### src/rtl/sar_seq_pkg.sv
package sar_seq_pkg;
  typedef enum logic [2:0] {
    ST_IDLE,
    ST_ADDR,
    ST_ACQ,
    ST_CONV,
    ST_SHIFT,
    ST_DONE
  } seq_state_e;
endpackage

### src/rtl/sar_edge_det.sv
module sar_edge_det (
  input  logic clk_i,
  input  logic rst_ni,
  input  logic sclk_i,
  output logic rise_o,
  output logic fall_o
);
  logic sclk_q;

  always_ff @(posedge clk_i or negedge rst_ni) begin
    if (!rst_ni) sclk_q <= 1'b0;
    else         sclk_q <= sclk_i;
  end

  assign rise_o = sclk_i & ~sclk_q;
  assign fall_o = ~sclk_i & sclk_q;
endmodule

### src/rtl/sar_addr_dec.sv
module sar_addr_dec #(
  parameter int NUM_CH = 2
) (
  input  logic clk_i,
  input  logic rst_ni,
  input  logic clr_i,
  input  logic cap_i,
  input  logic sdi_i,
  output logic sel_single_o,
  output logic sel_odd_o,
  output logic addr_done_o
);
  if (NUM_CH > 1) begin : g_two_ch
    logic cnt_q, single_q, odd_q;

    always_ff @(posedge clk_i or negedge rst_ni) begin
      if (!rst_ni) begin
        cnt_q    <= 1'b0;
        single_q <= 1'b0;
        odd_q    <= 1'b0;
      end else if (clr_i) begin
        cnt_q    <= 1'b0;
        single_q <= 1'b0;
        odd_q    <= 1'b0;
      end else if (cap_i) begin
        if (!cnt_q) begin
          single_q <= sdi_i;
          cnt_q    <= 1'b1;
        end else begin
          odd_q    <= sdi_i;
        end
      end
    end

    assign sel_single_o = single_q;
    assign sel_odd_o    = odd_q;
    assign addr_done_o  = cap_i & cnt_q;
  end else begin : g_one_ch
    // fixed differential pair, no address phase
    assign sel_single_o = 1'b0;
    assign sel_odd_o    = 1'b0;
    assign addr_done_o  = cap_i;
  end
endmodule

### src/rtl/sar_approx.sv
module sar_approx #(
  parameter int RES_W = 8
) (
  input  logic             clk_i,
  input  logic             rst_ni,
  input  logic             clr_i,
  input  logic             start_i,
  input  logic             step_i,
  input  logic             shift_i,
  input  logic             comp_i,
  output logic [RES_W-1:0] trial_o,
  output logic             ser_o,
  output logic             last_step_o,
  output logic             last_shift_o
);
  localparam int IDX_W = (RES_W > 1) ? $clog2(RES_W) : 1;
  localparam logic [IDX_W-1:0] IDX_TOP = IDX_W'(RES_W - 1);
  localparam logic [RES_W-1:0] MSB_ONE = {1'b1, {(RES_W-1){1'b0}}};

  logic [RES_W-1:0] res_q;
  logic [IDX_W-1:0] step_q, sh_idx_q;
  logic             busy_q, ser_q;

  always_ff @(posedge clk_i or negedge rst_ni) begin
    if (!rst_ni) begin
      res_q    <= '0;
      step_q   <= '0;
      sh_idx_q <= '0;
      busy_q   <= 1'b0;
      ser_q    <= 1'b0;
    end else if (clr_i) begin
      res_q    <= '0;
      step_q   <= '0;
      sh_idx_q <= '0;
      busy_q   <= 1'b0;
      ser_q    <= 1'b0;
    end else if (start_i) begin
      res_q    <= '0;
      step_q   <= IDX_TOP;
      busy_q   <= 1'b1;
      ser_q    <= 1'b0;  // null bit
    end else if (step_i && busy_q) begin
      res_q[step_q] <= comp_i;
      ser_q         <= comp_i;
      if (step_q == '0) begin
        busy_q   <= 1'b0;
        sh_idx_q <= IDX_W'(1);
      end else begin
        step_q <= step_q - 1'b1;
      end
    end else if (shift_i) begin
      ser_q <= res_q[sh_idx_q];
      if (sh_idx_q != IDX_TOP) sh_idx_q <= sh_idx_q + 1'b1;
    end
  end

  assign trial_o      = busy_q ? (res_q | (RES_W'(1) << step_q)) : '0;
  assign ser_o        = ser_q;
  assign last_step_o  = busy_q && (step_q == '0);
  assign last_shift_o = (sh_idx_q == IDX_TOP);

  assert_start_msb_trial_R5: assert property (@(posedge clk_i) disable iff (!rst_ni)
    (start_i && !clr_i) |=> (trial_o == MSB_ONE));

  assert_ser_follows_comp_R6: assert property (@(posedge clk_i) disable iff (!rst_ni)
    (step_i && busy_q && !clr_i && !start_i) |=> (ser_o == $past(comp_i)));

  assert_kept_bit_stays_R5: assert property (@(posedge clk_i) disable iff (!rst_ni)
    (step_i && comp_i && busy_q && !last_step_o && !clr_i && !start_i)
      |=> ((trial_o & $past(trial_o)) == $past(trial_o)));
endmodule

### src/rtl/sar_seq_top.sv
module sar_seq_top
  import sar_seq_pkg::*;
#(
  parameter int RES_W  = 8,
  parameter int NUM_CH = 2
) (
  input  logic             clk_i,
  input  logic             rst_ni,
  input  logic             cs_ni,
  input  logic             sclk_i,
  input  logic             sdi_i,
  input  logic             comp_i,
  output logic             dout_o,
  output logic             dout_oe_o,
  output logic             status_o,
  output logic             status_oe_o,
  output logic [RES_W-1:0] trial_o,
  output logic             hold_o,
  output logic             sel_single_o,
  output logic             sel_odd_o,
  output logic             lowpower_o
);
  localparam bit HAS_ADDR = (NUM_CH > 1);

  seq_state_e state_q, state_d;
  logic rise, fall;
  logic addr_done, last_step, last_shift, ser;
  logic clr, start, step, shift, cap;

  sar_edge_det u_edge (
    .clk_i  (clk_i),
    .rst_ni (rst_ni),
    .sclk_i (sclk_i),
    .rise_o (rise),
    .fall_o (fall)
  );

  sar_addr_dec #(.NUM_CH(NUM_CH)) u_addr (
    .clk_i        (clk_i),
    .rst_ni       (rst_ni),
    .clr_i        (cs_ni),
    .cap_i        (cap),
    .sdi_i        (sdi_i),
    .sel_single_o (sel_single_o),
    .sel_odd_o    (sel_odd_o),
    .addr_done_o  (addr_done)
  );

  sar_approx #(.RES_W(RES_W)) u_sar (
    .clk_i        (clk_i),
    .rst_ni       (rst_ni),
    .clr_i        (clr),
    .start_i      (start),
    .step_i       (step),
    .shift_i      (shift),
    .comp_i       (comp_i),
    .trial_o      (trial_o),
    .ser_o        (ser),
    .last_step_o  (last_step),
    .last_shift_o (last_shift)
  );

  assign cap = !cs_ni && rise && (state_q == ST_ADDR);

  always_comb begin
    state_d = state_q;
    clr     = 1'b0;
    start   = 1'b0;
    step    = 1'b0;
    shift   = 1'b0;
    if (cs_ni) begin
      state_d = ST_IDLE;
      clr     = 1'b1;
    end else begin
      unique case (state_q)
        ST_IDLE: if (rise) begin
          if (!HAS_ADDR)  state_d = ST_ACQ;
          else if (sdi_i) state_d = ST_ADDR;
        end
        ST_ADDR:  if (addr_done) state_d = ST_ACQ;
        ST_ACQ:   if (fall) begin
          start   = 1'b1;
          state_d = ST_CONV;
        end
        ST_CONV:  if (fall) begin
          step = 1'b1;
          if (last_step) state_d = ST_SHIFT;
        end
        ST_SHIFT: if (fall) begin
          shift = 1'b1;
          if (last_shift) state_d = ST_DONE;
        end
        ST_DONE:  if (fall) clr = 1'b1;  // trailing zeros
        default:  state_d = ST_IDLE;
      endcase
    end
  end

  always_ff @(posedge clk_i or negedge rst_ni) begin
    if (!rst_ni) state_q <= ST_IDLE;
    else         state_q <= state_d;
  end

  logic past_addr;
  assign past_addr   = (state_q == ST_CONV) || (state_q == ST_SHIFT) || (state_q == ST_DONE);
  assign dout_oe_o   = !cs_ni && past_addr;
  assign dout_o      = ser;
  assign hold_o      = past_addr;
  assign status_o    = (state_q == ST_CONV);
  assign status_oe_o = !cs_ni;
  assign lowpower_o  = !((state_q == ST_ACQ) || (state_q == ST_CONV));

  assert_abort_idle_R9: assert property (@(posedge clk_i) disable iff (!rst_ni)
    cs_ni |=> (trial_o == '0 && !status_o && lowpower_o && !hold_o));

  assert_status_awake_R7: assert property (@(posedge clk_i) disable iff (!rst_ni)
    status_o |-> !lowpower_o);

  assert_hold_in_conv_R4: assert property (@(posedge clk_i) disable iff (!rst_ni)
    (trial_o != '0) |-> (hold_o && status_o));
endmodule

### config.mk
export PLATFORM = sky130hd
export DESIGN_NAME = sar_seq_top
export DESIGN_NICKNAME = d
export VERILOG_FILES = /design/src/rtl/sar_seq_pkg.sv /design/src/rtl/sar_edge_det.sv /design/src/rtl/sar_addr_dec.sv /design/src/rtl/sar_approx.sv /design/src/rtl/sar_seq_top.sv
export SDC_FILE = /design/constraint.sdc
export NUM_CORES = 1
export LEC_CHECK = 0
export BUFFER_PORTS_ARGS = -buffer_cell sky130_fd_sc_hd__buf_2
export CAP_MARGIN = 10
export CORE_MARGIN = 5
export CORE_UTILIZATION = 56
export DETAILED_ROUTE_END_ITERATION = 10
export PLACE_DENSITY = 0.78
export SLEW_MARGIN = 30
export SYNTH_ARGS = -nofsm -noshare
export SYNTH_HDL_FRONTEND = slang
export SYNTH_SLANG_ARGS = --single-unit
### constraint.sdc
create_clock -name clk_i -period 1.94 [get_ports clk_i]
set_clock_uncertainty 0.15 [all_clocks]
set_input_delay 0.291 -clock clk_i [delete_from_list [all_inputs] [get_ports clk_i]]
set_output_delay 0.291 -clock clk_i [all_outputs]
set_load 0.02 [all_outputs]
==> out/results.ini <==
[synth]
ys_top_cells_by_area=dfrtp_1 38%, mux2i_1 7.3%, ha_1 5.8%, a21oi_1 5.7%, nor2_1 5.5%
synthFlopType=dfrtp_1
synth_cell_types=44
synth-edff-count=0
yosysSeqAreaShare=0.3827
synth-seq-cells=23
netlist.area_leader.share=0.3827
yosys.area.top_type=dfrtp_1
synthArstFlopShare=1.000
synth.avg_cell_area_um2=9.400
synth_area_um2=1504
syn_nets=173
ys_warn_count=0
postSynthCellCount=160

[route]
vias=1314
via_per_inst=5.973
dr.pass1.iters=4
drt_iter0_drc=59
routedWlPerCell_um=16.96
postRouteAntennaNets=0
drc=0
wirelength_mm=3.731

[finish]
most-common-layout-cells=22 x nor2_1, 21 x dfrtp_1, 20 x buf_2, 13 x a21oi_1, 12 x buf_4
nNetsFinal=204
drive_gt1_frac=0.3316
regArea_um2=578.1
num_antenna_cells=0
n_fill_cell=189
final_cells=220
final_common_cell=nor2_1
multi_input_area_um2=878.3
area_delta_synth_final_pct=18.14

[status]
violations=negative setup slack
status=complete, but fails checks

[grt]
grt_max_degree=24
grt_usage=0.2040
grt_pass1_vias=1224
overflow=0
antenna_found_initial=0
grt_pass1_wl_mm=5.775

[setup_path]
crit_chain=clkinvlp_4, a21oi_2, nor2_1, buf_2
critPathMaxFanout=10
cp_top_family=flip-flops
crit_buf_inv=2
setup.worst_path.end=trial_o[1]
reg2reg_slack_ns=0.15
worst_ep_arrival_time_ns=1.56
worst-path-stages=4
startpoint_type=flop
r2r_start=u_sar.step_q[1]$_DFFE_PN0P_
r2r-end=u_sar.sh_idx_q[0]$_DFFE_PN0P_
required_ns=1.50
crit_type=flop to output pin
cpMaxStageDelayCell=dfrtp_2
reg2reg_depth=6
crit_path_max_incr_delay_ns=0.53
crit_path_start=u_sar.step_q[2]$_DFFE_PN0P_
endpoint_kind=output pin

[timing]
setup_violations=1
rsz0062_at_grt=true
setup_tns_ns=-0.06107
fin_crit_sh=1.031
hold_viol_final=0
relSlewSlack=0.6551
min_period_ns=2.001
slew_viol_final=0
worst_slew_pin_slew_ns=0.5163
fmax_mhz=499.7
fin_ws_ns=-0.06107

[cts]
cts_made_buffers=3
cts_buffer_depth=2
cts_tree=done
clock_sinks=23
clk_pin_slew_ns=0.14
clock_latency_ns=0.32
cts_root_buf=clkbuf_4
cts_max_level=1

[power_and_ir_drop]
pwr_density_cell_nw_per_um2=433.9
p_leak_uw=0.0008805
peakVddDrop_mv=0.3945

[place]
hpwl_mm=2.619
place.gp.congestion=0.8549
port_buffers=21
place_inst=208
dp_slack_ns=0.1212

[die]
initial_core_util=0.5962
die_h_um=61.82
pin_count=22
chipWidth_um=61.82
core_um2=2522
die-area_um2=3822
rows=18

[flow_run]
max-cap-violations=0

[min_path]
hold_path.class=input port to flop

timing repair:
action,CTS,global route
buffers inserted,0,6
gates resized for setup,7,11
pin swaps,0,1
hold buffers,2,0
hold endpoints to repair,24,0
setup endpoints to repair,4,11
layout make-up:
cell class | instances | share of cell area
multi-input combinational | 119 | 0.4944
sequential | 23 | 0.3254
timing repair buffer | 34 | 0.1183
inverter | 10 | 0.02535
tap | 30 | 0.02113
clock buffer | 3 | 0.01268
clock inverter | 1 | 0.002817
tightest hold or removal path, cell delays in order:
cell,delay [ns]
buf_2,0.10
mux2i_1,0.06
nor2_1,0.08
synthesized netlist by cell type, types with 2 or more instances:
master and instances:
dfrtp_1 23, nor2_1 22, a21oi_1 17, mux2i_1 11
nand4_1 10, ha_1 7, inv_1 7, nand2_1 7
nand3_1 6, nor2b_1 4, buf_2 3, nand3b_1 3
o21ai_0 3, a211oi_1 2, buf_6 2, clkbuf_1 2
inv_2 2, mux4_2 2, nor3b_1 2
layer usage:
layer  vias to the layer above  share of wire  routed length [um]  track usage
met5                         -              0                   0            0
met4                         0          0.026                  96      0.06970
met2                        41           0.45                1662       0.3169
met3                        11          0.051                 192      0.02479
li1                        632              -                   -            -
met1                       630           0.48                1780       0.2944
state kept, by name, summed over array words and instances, names as in the netlist:
register / flops
u_sar.res_q: 8
state_q: 3
u_sar.sh_idx_q: 3
u_sar.step_q: 3
u_addr.g_two_ch.cnt_q: 1
u_addr.sel_odd_o: 1
u_addr.sel_single_o: 1
u_edge.sclk_q: 1
u_sar.busy_q: 1
u_sar.ser_o: 1
report_power, final:
group          leakage [uW]  total (uW)  switching [uW]  internal [uW]
registers          0.000315         488            5.12            482
logic              0.000547        52.6            35.0           17.6
clock network     0.0000177         231             154           77.2
through the flow:
stage / hold slack (ns) / cell area (um^2) / util / total power [uW]
2_1_floorplan: -0.1546 / 1504 / - / 523.4
3_3_place_gp: 0.1418 / 1632 / 0.6468 / 544.3
3_5_place_dp: 0.1447 / 1632 / 0.6468 / 546.1
4_1_cts: 0.1024 / 1693 / 0.6711 / 770.9
5_1_grt: 0.1156 / 1777 / 0.7044 / 799.8
6_report: 0.09801 / 1777 / 0.7044 / 771.0
cells by family (layout without fill, tap and decap cells):
kind of cell,Yosys count,in the layout,synth area share
buf+inv,18,48,0.05990
flops,23,23,0.3827
xor+xnor,1,1,0.005825
mux,14,14,0.1131
simple gates,68,68,0.2654
compound gates,29,29,0.1148
fa+ha+maj,7,7,0.05823
how the worst min path moves through the flow:
stage            from                               to  slack [ns]  cells after the start
6_report        sdi_i     u_addr.sel_odd_o$_DFFE_PN0P_         0.1                      3
5_1_grt         sdi_i  u_addr.sel_single_o$_DFFE_PN0P_        0.12                      3
4_1_cts         sdi_i  u_addr.sel_single_o$_DFFE_PN0P_        0.10                      3
3_5_place_dp   rst_ni          u_edge.sclk_q$_DFF_PN0_        0.14                      1
3_3_place_gp   rst_ni           state_q[2]$_DFFE_PN0P_        0.14                      1
2_1_floorplan  rst_ni           state_q[0]$_DFFE_PN0P_       -0.15                      0
Power figures use the tool's default switching activity.
